`config.mk`:
```
export PLATFORM = sky130hd
export DESIGN_NAME = seg_addr_gen
export DESIGN_NICKNAME = d
export VERILOG_FILES = /design/src/rtl/seg_addr_pkg.sv /design/src/rtl/seg_addr_offset.sv /design/src/rtl/seg_addr_segsel.sv /design/src/rtl/seg_addr_phys.sv /design/src/rtl/seg_addr_gen.sv
export SDC_FILE = /design/constraint.sdc
export NUM_CORES = 1
export LEC_CHECK = 0
export BUFFER_PORTS_ARGS = -buffer_cell sky130_fd_sc_hd__buf_2
export CORE_MARGIN = 5
export CORE_UTILIZATION = 35
export DETAILED_ROUTE_END_ITERATION = 8
export GPL_TIMING_DRIVEN = 0
export PLACE_DENSITY = 0.69
export SYNTH_ARGS = -nofsm -noshare
export SYNTH_HDL_FRONTEND = slang
export SYNTH_SLANG_ARGS = --single-unit
```
`constraint.sdc`:
```
create_clock -name clk -period 20.3 [get_ports clk]
set_clock_uncertainty 0.2 [all_clocks]
set_input_delay 4.06 -clock clk [delete_from_list [all_inputs] [get_ports clk]]
set_output_delay 4.06 -clock clk [all_outputs]
set_load 0.005 [all_outputs]
```
`src/rtl/seg_addr_pkg.sv`:
```
package seg_addr_pkg;

    typedef enum logic [1:0] {
        SEG_EXTRA = 2'd0,
        SEG_CODE  = 2'd1,
        SEG_STACK = 2'd2,
        SEG_DATA  = 2'd3
    } seg_code_e;

    typedef enum logic [1:0] {
        ST_IDLE  = 2'd0,
        ST_ADDR  = 2'd1,
        ST_FAULT = 2'd2
    } out_state_e;

    localparam int unsigned REG_SEL_W = 3;
    localparam logic [REG_SEL_W-1:0] REG_STACK_PTR = 3'd4;
    localparam logic [REG_SEL_W-1:0] REG_FRAME_PTR = 3'd5;
    localparam int unsigned SEG_SHIFT = 4;
    localparam int unsigned BYTE_W    = 8;

endpackage

```
`src/rtl/seg_addr_offset.sv`:
```
module seg_addr_offset
    import seg_addr_pkg::*;
#(
    parameter int unsigned WIDE_W  = 32,
    parameter int unsigned OFF_W   = 16,
    parameter int unsigned DISP_W  = 16,
    parameter int unsigned SCALE_W = 2
) (
    input  logic                 addr32,
    input  logic                 use_base,
    input  logic [WIDE_W-1:0]    base_val,
    input  logic                 use_index,
    input  logic [REG_SEL_W-1:0] index_sel,
    input  logic [WIDE_W-1:0]    index_val,
    input  logic [SCALE_W-1:0]   scale,
    input  logic [1:0]           disp_sel,
    input  logic [DISP_W-1:0]    disp,
    output logic [OFF_W-1:0]     offset,
    output logic                 range_fault,
    output logic                 sp_index_fault
);

    localparam int unsigned HI_W = WIDE_W - OFF_W;

    logic [WIDE_W-1:0] base_term;
    logic [WIDE_W-1:0] index_term;
    logic [WIDE_W-1:0] disp_term;
    logic [WIDE_W-1:0] sum_w;

    always_comb begin
        base_term  = use_base ? base_val : '0;
        index_term = '0;
        if (use_index) begin
            index_term = addr32 ? (index_val << scale) : index_val;
        end
        unique case (disp_sel)
            2'b00:   disp_term = '0;
            2'b01:   disp_term = {{(WIDE_W-BYTE_W){disp[BYTE_W-1]}}, disp[BYTE_W-1:0]};
            default: disp_term = {{(WIDE_W-DISP_W){disp[DISP_W-1]}}, disp};
        endcase
        sum_w = base_term + index_term + disp_term;
    end

    // In 16-bit addressing the low bits of the wide sum are the wrapped sum.
    assign offset         = sum_w[OFF_W-1:0];
    assign range_fault    = addr32 && (sum_w[WIDE_W-1 -: HI_W] != '0);
    assign sp_index_fault = addr32 && use_index && (index_sel == REG_STACK_PTR);

endmodule

```
`src/rtl/seg_addr_segsel.sv`:
```
module seg_addr_segsel
    import seg_addr_pkg::*;
#(
    parameter int unsigned SEG_W = 16,
    parameter int unsigned N_SEG = 4
) (
    input  logic                       ovr_valid,
    input  logic [$clog2(N_SEG)-1:0]   ovr_sel,
    input  logic                       use_base,
    input  logic [REG_SEL_W-1:0]       base_sel,
    input  logic [N_SEG-1:0][SEG_W-1:0] seg_bank,
    output logic [$clog2(N_SEG)-1:0]   seg_code,
    output logic [SEG_W-1:0]           seg_val
);

    localparam int unsigned CODE_W = $clog2(N_SEG);

    logic [CODE_W-1:0] default_code;

    always_comb begin
        if (use_base && base_sel == REG_FRAME_PTR) begin
            default_code = CODE_W'(SEG_STACK);
        end else begin
            default_code = CODE_W'(SEG_DATA);
        end
        seg_code = ovr_valid ? ovr_sel : default_code;
    end

    always_comb begin
        seg_val = '0;
        for (int k = 0; k < N_SEG; k++) begin
            if (seg_code == CODE_W'(k)) seg_val = seg_bank[k];
        end
    end

endmodule

```
`src/rtl/seg_addr_phys.sv`:
```
module seg_addr_phys
    import seg_addr_pkg::*;
#(
    parameter int unsigned SEG_W = 16,
    parameter int unsigned OFF_W = 16
) (
    input  logic [SEG_W-1:0]           seg_val,
    input  logic [OFF_W-1:0]           offset,
    output logic [SEG_W+SEG_SHIFT-1:0] phys
);

    localparam int unsigned PHYS_W = SEG_W + SEG_SHIFT;

    assign phys = {seg_val, {SEG_SHIFT{1'b0}}} + PHYS_W'(offset);

endmodule

```
`src/rtl/seg_addr_gen.sv`:
```
module seg_addr_gen
    import seg_addr_pkg::*;
#(
    parameter int unsigned WIDE_W  = 32,
    parameter int unsigned OFF_W   = 16,
    parameter int unsigned DISP_W  = 16,
    parameter int unsigned SEG_W   = 16,
    parameter int unsigned SCALE_W = 2
) (
    input  logic                       clk,
    input  logic                       rst_n,
    input  logic                       req_valid,
    input  logic                       addr32,
    input  logic                       use_base,
    input  logic [2:0]                 base_sel,
    input  logic [WIDE_W-1:0]          base_val,
    input  logic                       use_index,
    input  logic [2:0]                 index_sel,
    input  logic [WIDE_W-1:0]          index_val,
    input  logic [SCALE_W-1:0]         scale,
    input  logic [1:0]                 disp_sel,
    input  logic [DISP_W-1:0]          disp,
    input  logic                       ovr_valid,
    input  logic [1:0]                 ovr_sel,
    input  logic [SEG_W-1:0]           seg_es,
    input  logic [SEG_W-1:0]           seg_cs,
    input  logic [SEG_W-1:0]           seg_ss,
    input  logic [SEG_W-1:0]           seg_ds,
    output logic                       out_valid,
    output logic                       fault,
    output logic [SEG_W+SEG_SHIFT-1:0] phys_addr,
    output logic [OFF_W-1:0]           out_offset,
    output logic [1:0]                 seg_used
);

    localparam int unsigned PHYS_W = SEG_W + SEG_SHIFT;
    localparam int unsigned N_SEG  = 4;

    logic [N_SEG-1:0][SEG_W-1:0] seg_bank;
    logic [OFF_W-1:0]  off_c;
    logic              range_fault_c;
    logic              sp_fault_c;
    logic              fault_c;
    logic [1:0]        seg_code_c;
    logic [SEG_W-1:0]  seg_val_c;
    logic [PHYS_W-1:0] phys_c;

    out_state_e        state_q, state_d;
    logic [PHYS_W-1:0] phys_q;
    logic [OFF_W-1:0]  off_q;
    logic [1:0]        seg_q;

    assign seg_bank = {seg_ds, seg_ss, seg_cs, seg_es};

    seg_addr_offset #(
        .WIDE_W(WIDE_W), .OFF_W(OFF_W), .DISP_W(DISP_W), .SCALE_W(SCALE_W)
    ) u_offset (
        .addr32        (addr32),
        .use_base      (use_base),
        .base_val      (base_val),
        .use_index     (use_index),
        .index_sel     (index_sel),
        .index_val     (index_val),
        .scale         (scale),
        .disp_sel      (disp_sel),
        .disp          (disp),
        .offset        (off_c),
        .range_fault   (range_fault_c),
        .sp_index_fault(sp_fault_c)
    );

    seg_addr_segsel #(.SEG_W(SEG_W), .N_SEG(N_SEG)) u_segsel (
        .ovr_valid(ovr_valid),
        .ovr_sel  (ovr_sel),
        .use_base (use_base),
        .base_sel (base_sel),
        .seg_bank (seg_bank),
        .seg_code (seg_code_c),
        .seg_val  (seg_val_c)
    );

    seg_addr_phys #(.SEG_W(SEG_W), .OFF_W(OFF_W)) u_phys (
        .seg_val(seg_val_c),
        .offset (off_c),
        .phys   (phys_c)
    );

    assign fault_c = range_fault_c || sp_fault_c;

    // Next-state logic: every state reacts the same way to the request.
    always_comb begin
        state_d = ST_IDLE;
        unique case (state_q)
            ST_IDLE, ST_ADDR, ST_FAULT: begin
                if (!req_valid)   state_d = ST_IDLE;
                else if (fault_c) state_d = ST_FAULT;
                else              state_d = ST_ADDR;
            end
            default: state_d = ST_IDLE;
        endcase
    end

    always_ff @(posedge clk) begin
        if (!rst_n) begin
            state_q <= ST_IDLE;
            phys_q  <= '0;
            off_q   <= '0;
            seg_q   <= '0;
        end else begin
            state_q <= state_d;
            if (req_valid) begin
                phys_q <= phys_c;
                off_q  <= off_c;
                seg_q  <= seg_code_c;
            end
        end
    end

    always_comb begin
        out_valid  = 1'b0;
        fault      = 1'b0;
        phys_addr  = '0;
        out_offset = '0;
        seg_used   = '0;
        unique case (state_q)
            ST_IDLE: ;
            ST_ADDR: begin
                out_valid  = 1'b1;
                phys_addr  = phys_q;
                out_offset = off_q;
                seg_used   = seg_q;
            end
            ST_FAULT: begin
                out_valid = 1'b1;
                fault     = 1'b1;
                seg_used  = seg_q;
            end
            default: ;
        endcase
    end

endmodule

```
==> results.py <==
metrics = {
    "clock_network": {
        "tritoncts.num_buffers": 5,
        "cts.repair.resized": 0,
        "clock-root-buffer": "sky130_fd_sc_hd__clkbuf_16",
        "cts.hold.buffers_added": 0,
        "tritoncts_num_sinks": 36,
        "clock_tree_from_tritoncts": "yes",
        "clk_lat_worst_skew_ps": 280,
        "cts-root-to-sink-buffers": 2,
        "htree_num_levels": 2,
        "post-cts-setup-buffers": 0,
        "path_clk_slew_ps": 60,
    },
    "status": {
        "outcome": "finished, final reports clean",
    },
    "timing": {
        "grt_setup_unrepaired": "no",
        "slew_headroom": 0.402,
        "post-route-period-util": 0.526,
        "fin_tns_setup_ps": 0,
        "final-max-slew-violation-count": 0,
        "timing.fmax_mhz": 93.7,
        "final-setup-viol-count": 0,
        "finalHoldViolCount": 0,
        "final.min_clock_period_ps": 10670,
        "fin_worst_hold_slack_ps": 281,
        "timing_worst_slew_pin_value_ps": 872,
    },
    "global_routing": {
        "global_route_usage_over_all_layers": 0.195,
        "grt_pass1_wl_um": 35500,
        "via_count_of_the_first_global_routing_pass": 6975,
        "number_of_antenna_violations_at_the_first_check_in_global_routing": 0,
        "grt_overflow_total": 0,
        "pin_count_of_the_biggest_net_entering_global_routing": 16,
    },
    "detailed_routing": {
        "remaining_drc_errors": 0,
        "post_detailed_route_wirelength_per_cell_um": 16.7,
        "drt_first_pass_iters": 5,
        "vias": 7375,
        "totalWireLength_um": 22900,
        "drt-vias-per-instance": 5.39,
        "first_iter_violations": 427,
        "number_of_nets_still_failing_antenna_checks_after_routing": 0,
    },
    "finish": {
        "num_antenna_cells": 0,
        "nNetsFinal": 1349,
        "post_layout_nonfiller_instances": 1369,
        "final_core_util": 0.436,
        "synthToLayoutAreaGrowth_pct": 21.7,
        "drive_gt1_frac": 0.211,
    },
    "setup_path": {
        "timing.critical_path.buf_inv": 5,
        "critical_path.reg2reg.startpoint": "state_q[0]$_SDFF_PN0_",
        "maximum_fanout_count_along_the_critical_path": 10,
        "crit_path_slowest_cell": "sky130_fd_sc_hd__fa_1",
        "startpoint": "scale[0]",
        "worst_ep_arrival_time_ps": 10700,
        "end_kind": "register",
        "start_kind": "input pin",
        "timing.critical_path.slowest_cell_delay_ps": 570,
        "worst_ep_required_time_ps": 20320,
        "timing_worst_setup_path_type": "in2reg",
        "path_delay_family": "compound AO/OA/AOI/OAI gates",
    },
    "hold_path": {
        "hold_path_startpoint": "phys_q[0]$_SDFFE_PN0P_",
        "hold_path.class": "reg2reg",
    },
    "yosys": {
        "yosys-top-cells-area": "sky130_fd_sc_hd__dfxtp_1 11%, sky130_fd_sc_hd__mux2i_1 11%, sky130_fd_sc_hd__fa_1 9.8%",
        "post_synth.cell_area_avg_um2": 7.48,
        "commonest_cells_in_the_netlist": "88 x sky130_fd_sc_hd__nand2_1, 72 x sky130_fd_sc_hd__mux2i_1, 68 x sky130_fd_sc_hd__nor2_1",
        "yosysWarningCount": 0,
        "synth_fp_nets": 1144,
        "ys_types": 68,
        "synth_seq_area_share": 0.107,
        "synthMostInstantiatedCell": "sky130_fd_sc_hd__nand2_1",
        "async_s_r_ff_share_synth": 0,
        "synthCells": 904,
        "ys_dominant_reg_cell": "sky130_fd_sc_hd__dfxtp_1",
        "synth_top_area_cell": "sky130_fd_sc_hd__dfxtp_1",
        "synth.top_cell.area_share": 0.107,
        "synthesis.area_mm2": 0.00676,
        "postSynthRegisterBits": 36,
        "synth_enable_flop_cells": 0,
    },
    "place": {
        "dpl.cell_count": 1362,
        "final_wtd_congestion": 0.974,
        "port_buffers": 198,
        "detailed_place_hpwl_um": 19300,
    },
    "floorplan": {
        "chipHeight_um": 149,
        "core-area_mm2": 0.0189,
        "initial_core_util": 0.358,
        "die_width_um": 149,
        "die-area_mm2": 0.0222,
        "design.portCount": 203,
        "std_cell_rows": 50,
    },
    "power_and_ir_drop": {
        "max-vdd-ir-drop_uv": 31.0,
        "total_leakage_power_nw": 3.98,
        "power_density_mw_per_mm2": 64.3,
    },
    "job": {
        "number_of_max_capacitance_violations_reported": 0,
    },
}
==> logic make-up after synthesis <==
kind of cell / share of synthesized area
AND/OR/NAND/NOR: 0.246
AO/OA/AOI/OAI: 0.228
buffers and inverters: 0.0684
multiplexers: 0.128
adder cells (fa/ha/maj): 0.179
flip-flops: 0.107
XOR/XNOR: 0.0440
==> path summary, 6_finish.rpt <==
kind	cells after the start	end	slack [ps]
setup / recovery	28	phys_q[16]$_SDFFE_PN0P_	9630
hold / removal	2	phys_q[0]$_SDFFE_PN0P_	280
setup reg to reg	5	state_q[0]$_SDFF_PN0_	18520
hold reg to reg	2	phys_q[0]$_SDFFE_PN0P_	280
==> metal layers <==
| layer | up-vias | share of wire | global-route usage |
|---|---|---|---|
| met5 | - | 0 | 0 |
| met4 | 0 | 0.017 | 0.0467 |
| met3 | 23 | 0.084 | 0.0252 |
| met2 | 330 | 0.46 | 0.336 |
| met1 | 3393 | 0.44 | 0.260 |
| li1 | 3629 | - | - |
==> per-stage QoR <==
stage               setup slack [ps]  cell area [um^2]  power, W
CTS                             9750              8230  0.000528
floorplan                      10570              6760  0.000358
global route                    9240              8230  0.000577
detailed placement              9490              8080  0.000446
finish                          9630              8230  0.000530
global placement                9600              8080  0.000439
==> tightest hold or removal path, delay by kind of cell (launching register included) <==
kind | cells | cell delay (ps)
simple gates | 1 | 70
mux | 1 | 60
flops | 1 | 320
==> cell usage in the layout, fill, tap and decap left out, drive strengths merged, types with 6 or more instances in the layout <==
| cell | n |
|---|---|
| a21oi | 53 |
| nand4 | 8 |
| nand2 | 88 |
| mux2i | 72 |
| nand3b | 8 |
| o211ai | 13 |
| buf | 209 |
| xnor2 | 20 |
| nor2b | 35 |
| a31oi | 7 |
| nor3 | 6 |
| o21ai | 56 |
| a211oi | 24 |
| and2 | 50 |
| a221o | 14 |
| o22ai | 16 |
| clkbuf | 47 |
| nand3 | 22 |
| inv | 64 |
| nor2 | 68 |
| a21o | 10 |
| nand2b | 13 |
| a221oi | 6 |
| xor2 | 14 |
| fa | 33 |
| dfxtp | 36 |
| ha | 44 |
| mux2 | 7 |
==> report_power, final <==
part           total [W]  internal [W]  switching (W)
registers      0.0000953     0.0000876     0.00000771
clock network  0.0000795     0.0000515      0.0000280
logic           0.000355      0.000151       0.000204
==> registers in the layout (all words and copies together), names as in the netlist <==
name     count
off_q       12
phys_q      20
state_q      2
seg_q        2
==> cell type report <==
class | count | area [um^2]
buffer | 51 | 215
clock buffer | 7 | 153
fill | 1980 | 10700
inverter | 66 | 248
multi-input combinational | 751 | 5580
sequential | 36 | 721
tap | 260 | 325
timing repair buffer | 198 | 991
No activity file was read; power rests on OpenSTA's default activity.
